File: src/rtl/cpdbg_pkg.sv
// Shared types for the coprocessor debug scan chain.
// Assumes a 48-bit chain. The field order is fixed because the host decodes it.
package cpdbg_pkg;
    localparam int DATA_W  = 32;
    localparam int ADDR_W  = 14;
    localparam int CHAIN_W = DATA_W + ADDR_W + 2;

    // packed register address: field A, field B, field N, field M
    typedef struct packed {
        logic [2:0] fa;
        logic [2:0] fb;
        logic [3:0] fn;
        logic [3:0] fm;
    } cp_addr_t;

    // chain image: MSB write-select, address, request/ready, data (LSB first out)
    typedef struct packed {
        logic              wsel;
        cp_addr_t          addr;
        logic              req;
        logic [DATA_W-1:0] data;
    } chain_t;
endpackage

File: src/rtl/cpdbg_shift.sv
// Serial shift register of the chain.
// Capture loads a parallel word, shift moves TDI in at the MSB.
// Assumes the strobes are already gated by chain selection.
module cpdbg_shift
    import cpdbg_pkg::*;
(
    input  logic   tck,
    input  logic   rst_n,
    input  logic   cap,
    input  logic   shf,
    input  logic   tdi,
    input  chain_t cap_word,
    output chain_t sr_q
);
    // capture has priority over shift; reset clears the chain
    always_ff @(posedge tck) begin
        if (!rst_n)   sr_q <= '0;
        else if (cap) sr_q <= cap_word;
        else if (shf) sr_q <= {tdi, sr_q[CHAIN_W-1:1]};
    end
endmodule

File: src/rtl/cpdbg_seq.sv
// Access sequencer: holds an access pending for LAT cycles after a start.
// Assumes LAT >= 1. A start while busy is ignored.
module cpdbg_seq #(
    parameter int LAT = 3
) (
    input  logic tck,
    input  logic rst_n,
    input  logic start,
    output logic busy,
    output logic done
);
    localparam int CNT_W = $clog2(LAT + 1);

    logic [CNT_W-1:0] cnt;

    // count down the pending window and clear busy on the last cycle
    always_ff @(posedge tck) begin
        if (!rst_n) begin
            busy <= 1'b0;
            cnt  <= '0;
        end else if (!busy && start) begin
            busy <= 1'b1;
            cnt  <= CNT_W'(LAT);
        end else if (busy) begin
            if (cnt == CNT_W'(1)) busy <= 1'b0;
            cnt <= cnt - CNT_W'(1);
        end
    end

    // completion strobe for the register bank
    assign done = busy && (cnt == CNT_W'(1));


    cnt_range_chk: assert property (@(posedge tck) disable iff (!rst_n)
        busy |-> (cnt != '0) && (cnt <= CNT_W'(LAT)));


    done_clears_chk: assert property (@(posedge tck) disable iff (!rst_n)
        done |=> !busy);
endmodule

File: src/rtl/cpdbg_regbank.sv
// Simple coprocessor register bank model.
// Register k sits at A=0, B=0, M=0, N=k. Any other address reads 0 and
// ignores writes. The read result is held for the next capture.
module cpdbg_regbank
    import cpdbg_pkg::*;
#(
    parameter int NUM_REGS = 8
) (
    input  logic              tck,
    input  logic              rst_n,
    input  logic              en,
    input  logic              wr,
    input  cp_addr_t          addr,
    input  logic [DATA_W-1:0] wdata,
    output logic [DATA_W-1:0] rdata_q
);
    localparam int IDX_W = (NUM_REGS > 1) ? $clog2(NUM_REGS) : 1;

    logic [DATA_W-1:0] regs [NUM_REGS];
    logic              hit;
    logic [DATA_W-1:0] rd_sel;

    // address decode for the implemented registers
    assign hit = (addr.fa == 3'd0) && (addr.fb == 3'd0) && (addr.fm == 4'd0)
              && (int'(addr.fn) < NUM_REGS);

    generate
        for (genvar k = 0; k < NUM_REGS; k++) begin : g_reg
            // store write data when this register is addressed
            always_ff @(posedge tck) begin
                if (!rst_n) regs[k] <= '0;
                else if (en && wr && hit && (int'(addr.fn) == k)) regs[k] <= wdata;
            end
        end
    endgenerate

    // select the read value, zero on a miss
    assign rd_sel = hit ? regs[addr.fn[IDX_W-1:0]] : '0;

    // latch the read result when a read completes
    always_ff @(posedge tck) begin
        if (!rst_n)        rdata_q <= '0;
        else if (en && !wr) rdata_q <= rd_sel;
    end
endmodule

File: src/rtl/cpdbg_chain.sv
// Coprocessor register debug scan chain (top).
// Active only for scan chain CHAIN_ID under the internal-test instruction.
// An update with the request bit set launches an access. The capture
// reports ready and the last read value.
module cpdbg_chain
    import cpdbg_pkg::*;
#(
    parameter int CHAIN_ID = 15,
    parameter int LAT      = 3,
    parameter int NUM_REGS = 8
) (
    input  logic       tck,
    input  logic       rst_n,
    input  logic [3:0] chain_sel,
    input  logic       ir_intest,
    input  logic       capture_dr,
    input  logic       shift_dr,
    input  logic       update_dr,
    input  logic       tdi,
    output logic       tdo
);
    logic              active;
    logic              busy;
    logic              done;
    logic              start;
    chain_t            sr_q;
    chain_t            cap_word;
    logic [DATA_W-1:0] rdata;
    logic              req_wr;
    cp_addr_t          req_addr;
    logic [DATA_W-1:0] req_data;

    // chain selection
    assign active = ir_intest && (chain_sel == 4'(CHAIN_ID));

    // an update with the request bit set asks for an access
    assign start = active && update_dr && sr_q.req;

    // capture image: ready flag and last read result
    always_comb begin
        cap_word      = '0;
        cap_word.req  = !busy;
        cap_word.data = rdata;
    end

    cpdbg_shift i_shift (
        .tck      (tck),
        .rst_n    (rst_n),
        .cap      (active && capture_dr),
        .shf      (active && shift_dr),
        .tdi      (tdi),
        .cap_word (cap_word),
        .sr_q     (sr_q)
    );

    cpdbg_seq #(.LAT(LAT)) i_seq (
        .tck   (tck),
        .rst_n (rst_n),
        .start (start),
        .busy  (busy),
        .done  (done)
    );

    // hold the accepted command for the whole pending window
    always_ff @(posedge tck) begin
        if (!rst_n) begin
            req_wr   <= 1'b0;
            req_addr <= '0;
            req_data <= '0;
        end else if (start && !busy) begin
            req_wr   <= sr_q.wsel;
            req_addr <= sr_q.addr;
            req_data <= sr_q.data;
        end
    end

    cpdbg_regbank #(.NUM_REGS(NUM_REGS)) i_bank (
        .tck     (tck),
        .rst_n   (rst_n),
        .en      (done),
        .wr      (req_wr),
        .addr    (req_addr),
        .wdata   (req_data),
        .rdata_q (rdata)
    );

    // serial out only while selected
    assign tdo = active ? sr_q.data[0] : 1'b0;


    launch_busy_chk: assert property (@(posedge tck) disable iff (!rst_n)
        (start && !busy) |=> busy);


    nop_idle_chk: assert property (@(posedge tck) disable iff (!rst_n)
        (!busy && active && update_dr && !sr_q.req) |=> !busy);


    inactive_hold_chk: assert property (@(posedge tck) disable iff (!rst_n)
        !active |=> $stable(sr_q));
endmodule

File: config.mk
export PLATFORM = sky130hd
export DESIGN_NAME = cpdbg_chain
export DESIGN_NICKNAME = d
export VERILOG_FILES = /design/src/rtl/cpdbg_pkg.sv /design/src/rtl/cpdbg_shift.sv /design/src/rtl/cpdbg_seq.sv /design/src/rtl/cpdbg_regbank.sv /design/src/rtl/cpdbg_chain.sv
export SDC_FILE = /design/constraint.sdc
export NUM_CORES = 1
export LEC_CHECK = 0
export CAP_MARGIN = 30
export CELL_PAD_IN_SITES_DETAIL_PLACEMENT = 1
export CELL_PAD_IN_SITES_GLOBAL_PLACEMENT = 2
export CORE_ASPECT_RATIO = 0.9
export CORE_UTILIZATION = 47
export DETAILED_ROUTE_END_ITERATION = 8
export PLACE_DENSITY_LB_ADDON = 0.1
export SYNTH_ARGS = -nofsm -noshare
export SYNTH_HDL_FRONTEND = slang
export SYNTH_SLANG_ARGS = --single-unit
File: constraint.sdc
create_clock -name tck -period 8.09 [get_ports tck]
set_input_delay 1.618 -clock tck [delete_from_list [all_inputs] [get_ports tck]]
set_output_delay 1.618 -clock tck [all_outputs]
set_load 0.02 [all_outputs]
Yosys cells after proc, flatten, opt, wreduce, memory -nomap -nowiden
Memories as Yosys holds them, arrays and structs flattened. A register that Yosys moved wholly into a read port is not among the register bits.
Cells that the tools add are included.
Widths: inputs -> output; s select.
Operators by class
  bitwise logic cells: 9
  magnitude comparators: 1
  add/subtract/negate cells: 1
  reduce and logical (&&, ||, !) cells: 30
  eq/ne operators: 9
  mux-type cells: 44
Operators by type and width (count)
  $mux 32: 9
  $mux 33: 2
  $mux 1: 29
  $logic_and 1x1->1: 21
  $eq 4x4->1 const B: 5
  $eq 4x3->1 const B: 2
  $logic_not 4->1: 2
  $or 1x1->1: 8
  $logic_not 3->1: 2
  $mux 3: 2
  $eq 4x2->1 const B: 1
  $lt 4x4->1 const B: 1
  $mux 2: 2
  $reduce_bool 2->1: 2
  $eq 2x1->1 const B: 1
  $logic_not 1->1: 2
  $reduce_or 2->1: 1
  $sub 2x1->2 const B: 1
  $not 1->1: 1
Storage, ports and cells
  register bits: 130
  output and inout port bits: 1
  memories kept: 1
  logic and storage cells: 111
  input bits: 11
  memory bits (writable): 256
Memory list
  i_bank.regs: words 8, width 32, read ports 1, clocked after memory_dff 1, wr ports 8, RTL line cpdbg_regbank.sv:19  | logic [DATA_W-1:0] regs [NUM_REGS];

Depth between registers and ports, before layout
  depth after elaboration: 10
  mapped depth: 8
  gate-level depth less buffers: 6

By module
Synthesis repeated with hierarchy kept, for this count alone.
Unflattened totals
  cells, all modules: 1247
  area total of the unflattened synthesis: 16564.6 µm²
Modules (own cells, without submodules)
  cpdbg_regbank: area an instance 11960.2 µm², instances 1, sequential area each 8328.0 µm², cells each 796
  cpdbg_shift: area an instance 2464.9 µm², instances 1, sequential area each 960.9 µm², cells each 212
  cpdbg_chain: area an instance 2015.7 µm², instances 1, sequential area each 940.9 µm², cells each 225
  cpdbg_seq: area an instance 123.9 µm², instances 1, sequential area each 60.1 µm², cells each 14

Worst setup path after synthesis
Ideal clock, no wire load.
  path type: register to register
  from: register req_addr[7] (netlist bit)
  to: memory i_bank.regs[2][0], enable pin
  required time: 7.620 ns
  data arrival time: 3.925 ns
  setup time: 0.470 ns
  slack: 3.695 ns
  period minus slack after synthesis: 4.395 ns
  path buffers: 0
  cell stages (with the launch flop): 5
  path through: dfxtp_1 -> or4_1 -> nor4_4 -> nand3_1 -> o31ai_1
RTL lines
  start: declaration: RTL line cpdbg_chain.sv:30  | cp_addr_t req_addr;
  start signal: assignment: RTL line cpdbg_chain.sv:72  | req_addr <= sr_q.addr;
  end: declaration: RTL line cpdbg_regbank.sv:19

Worst setup path after layout
  from: input port chain_sel[1]
  to: output port tdo
Between the ends
  longest elaborated chain between the ends: 3
Ends and longest elaborated chain
  start: declaration: RTL line cpdbg_chain.sv:14  | input logic [3:0] chain_sel,
  $eq 4x4->1: RTL line cpdbg_chain.sv:34  | assign active = ir_intest && (chain_sel == 4'(CHAIN_ID));
  $logic_and 1x1->1: RTL line cpdbg_chain.sv:34
  $mux 1: RTL line cpdbg_chain.sv:88  | assign tdo = active ? sr_q.data[0] : 1'b0;
  end: declaration: RTL line cpdbg_chain.sv:20  | output logic tdo
Every way passes these cells.

==> results.md <==
- Final cell count without fillers: 1752
- Clock slew at reported path FFs: ~0.060 ns
- Cell family with most CP delay: buffers and inverters
- Synth Area in Compound Gates: 5.920%
- # DRC: 0
- Pwr dens: 239.1 nW/um2
- Slew @ Worst Pin: 0.9347 ns
- Worst Path Arrival: 3.19 ns
- Hold Crit Class: register to register
- Fillers: 3290
- Post-CTS setup buffers: 0
- Most frequent cells in the layout: 293 x nor2_1, 256 x edfxtp_1, 182 x nand2_1
- Clock buffer depth: 3
- Seq/Total Area, Yosys: 65.73%
- Crit-path max cell delay: slightly below 0.6 ns
- H-tree depth: 2
- RSZ-0062 raised after global routing: no
- R2R setup slack: around 4.6 ns
- Post-synth EDFFs: 256
- Mux contribution to synthesized area: 11.12%
- Synth Area in Simple Gates: between 10 and 15%
- Final slew viol count: 0
- Initial DRC Count: 707
- Area share of fa/ha/maj cells after synthesis: 0.07946%
- Async SR Flop Fraction: 0%
- CP required: 6.47 ns
- GRT Residual Overflow: 0
- Crit Path Max Fanout: 6
- Placed cell count: 1675
- Worst path cell trace: clkdlybuf4s50_1, and4_1, and3_1, clkdlybuf4s50_1
- Cell depth of the worst setup path: 4
- HP Start: i_bank.rdata_q[18]
- Max_cap viols: 0
- Die Ht: between 150 and 200 um
- Die X: 194.9 um
- Final Hold Viols: 0
- Vias: 10148
- Post-layout minimum cycle time: roughly 4.8 ns
- Initial Util: 47.79%
- Worst r2r src: req_addr[7]
- HPWL Detailed: 21160 um
- CTS tree: done
- CP dominant cell by count: clkdlybuf4s50_1
- Worst skew pair latency: 0.55 ns
- Vias in the first global route: 10777
- Mapped Cells: 1320
- Fin crit share: 59.40%
- Setup violations, final: 0
- Total GRT Usage: approximately 25%
- Synth Cell Area: about 16000 um2
- Pwr Total: 0.004248 W
- Outcome: completed
- Final nets: 1309
- Ys flop type: edfxtp_1
- Drt wl/cell: 23.24 um
- CTS root buf: clkbuf_16
- Initial antenna violation count: 0
- Clock Skew: around 0.019 ns
- Largest net degree at the start of global routing: 99
- # diodes: 0
- Reg-to-Reg End: i_bank.regs[6][25]
- Number of cells on the worst hold path: 2
- Row Count: 63
- Critical-path top delay cell: clkdlybuf4s50_1
- Yosys Warn Count: 0
- Layout cells sized above 1: a little over an eighth
- Synth Area in XOR/XNOR: 0%
- Cts-stage hold buffer count: 0
- Core footprint: around 33000 um2
- Avg Cell Area, Syn: around 12 um2
- Setup_tns: 0 ns
- Placer Congestion: 0.7002
- Sink Count: 389
- CP bufs+invs: 2
- Drt pass-1 iters: 4
- First-pass GRT wire length: 63640 um
- Total CTS buffers: 41
- Routed WL: 40730 um
- Highest Clock Rate: approximately 210 MHz
- Reg2reg path depth: 5
- Yosys cell types: 37
- Commonest non-fill, non-tap cell in the layout: nor2_1
- Number of synthesized register bits: 389
- Main combinational cell family by area after synthesis: simple AND/OR/NAND/NOR gates
- Leak: about 5.4 nW
- I/O pins: 12
- Worst setup SP type: input pin
- Die area: between 30000 and 40000 um2
- Relative slew slack: 37.69%
- Hold Path Sink: i_bank.rdata_q[18]
- Syn nets: 1332
- Antenna Violating Nets Remaining: 0
- Worst vdd ir: 0.1898 mV
- Setup crit end kind: output pin
- I/O Buffers: 11
- Area Overhead vs Synth: 12.82%
- Routed vias/inst: roughly 5.8
- Critical path class: input pin to output pin
- PostCTS Resize Cnt: 0
-- stage by stage --
stage	utilization (%)	area [um2]	hold WS [ns]	worst slack, ns
finish	53.92	17770	0.4515	3.285
global route	53.92	17770	0.4725	3.238
CTS	53.84	17740	0.4539	3.279
detailed placement	49.60	16340	0.4448	3.280
global placement	49.31	16250	0.4340	3.300
floorplan	-	15750	0.4254	3.695
-- synthesized netlist by cell type, drive strengths merged (3+ instances only) --
| library cell | number | area, um2 |
|---|---|---|
| a21oi | 16 | 80.08 |
| and2 | 3 | 18.77 |
| buf | 37 | 166.4 |
| clkbuf | 64 | 240.2 |
| dfxtp | 133 | 2663 |
| edfxtp | 256 | 7687 |
| mux2i | 31 | 310.3 |
| mux4 | 64 | 1441 |
| nand2 | 182 | 683.2 |
| nand2b | 3 | 18.77 |
| nand3 | 52 | 265.3 |
| nand4b | 3 | 26.28 |
| nor2 | 293 | 1100 |
| nor2b | 4 | 25.02 |
| nor3 | 3 | 15.01 |
| o21ai | 120 | 600.6 |
| o22ai | 32 | 200.2 |
| or4 | 3 | 22.52 |
-- logic make-up after synthesis --
logic type      count (synthesis)
fa+ha+maj                       1
compound gates                174
mux                            95
flops                         389
simple gates                  558
buf+inv                       103
-- registers in the layout, summed over array words and instances, names as in the netlist, named ones only --
name,flops
i_bank.regs,256
i_shift.sr_q,48
i_bank.rdata_q,32
req_data,32
req_addr,14
i_seq.cnt,2
i_seq.busy,1
req_wr,1
-- worst reg2reg max path, delay by kind of cell (launching register included) --
kind            cells  cell delay [ns]
simple gates        3             1.59
flops               1             0.36
buf+inv             1             0.59
compound gates      1             0.59
-- power breakdown --
part	leakage (nW)	total (W)	switching [W]	internal, W
Sequential	3.53	0.00219	0.0000192	0.00218
Combinational	1.19	0.000113	0.0000773	0.0000354
Clock	0.692	0.00194	0.000777	0.00116
-- worst max path at each step --
| stage | start | endpoint | slack, ns |
|---|---|---|---|
| finish | chain_sel[1] | tdo | 3.28 |
| global route | chain_sel[2] | tdo | 3.24 |
| CTS | chain_sel[2] | tdo | 3.28 |
| detailed placement | chain_sel[2] | tdo | 3.28 |
| global placement | chain_sel[2] | tdo | 3.30 |
| floorplan | req_addr[7] | i_bank.regs[2][0] | 3.69 |
-- metal layers --
layer | GRT usage (%) | vias to the layer above | share of wire, %
met2 | 42.29 | 199 | 48
met1 | 33.94 | 5233 | 46
met3 | 3.111 | 54 | 4.0
li1 | - | 4662 | -
met4 | 5.906 | 0 | 1.9
met5 | 0 | - | 0
-- layout make-up --
class,instances,area (um2),share of cell area (%)
flip-flops and latches,389,10360,58.31
inverters,2,7.507,0.04226
clock inverters,20,200.2,1.127
well taps,422,528.0,2.972
repair buffers,35,372.9,2.099
multi-input cells,828,5102,28.72
clock buffers,56,1196,6.733
(Power assumes the default switching activity.)
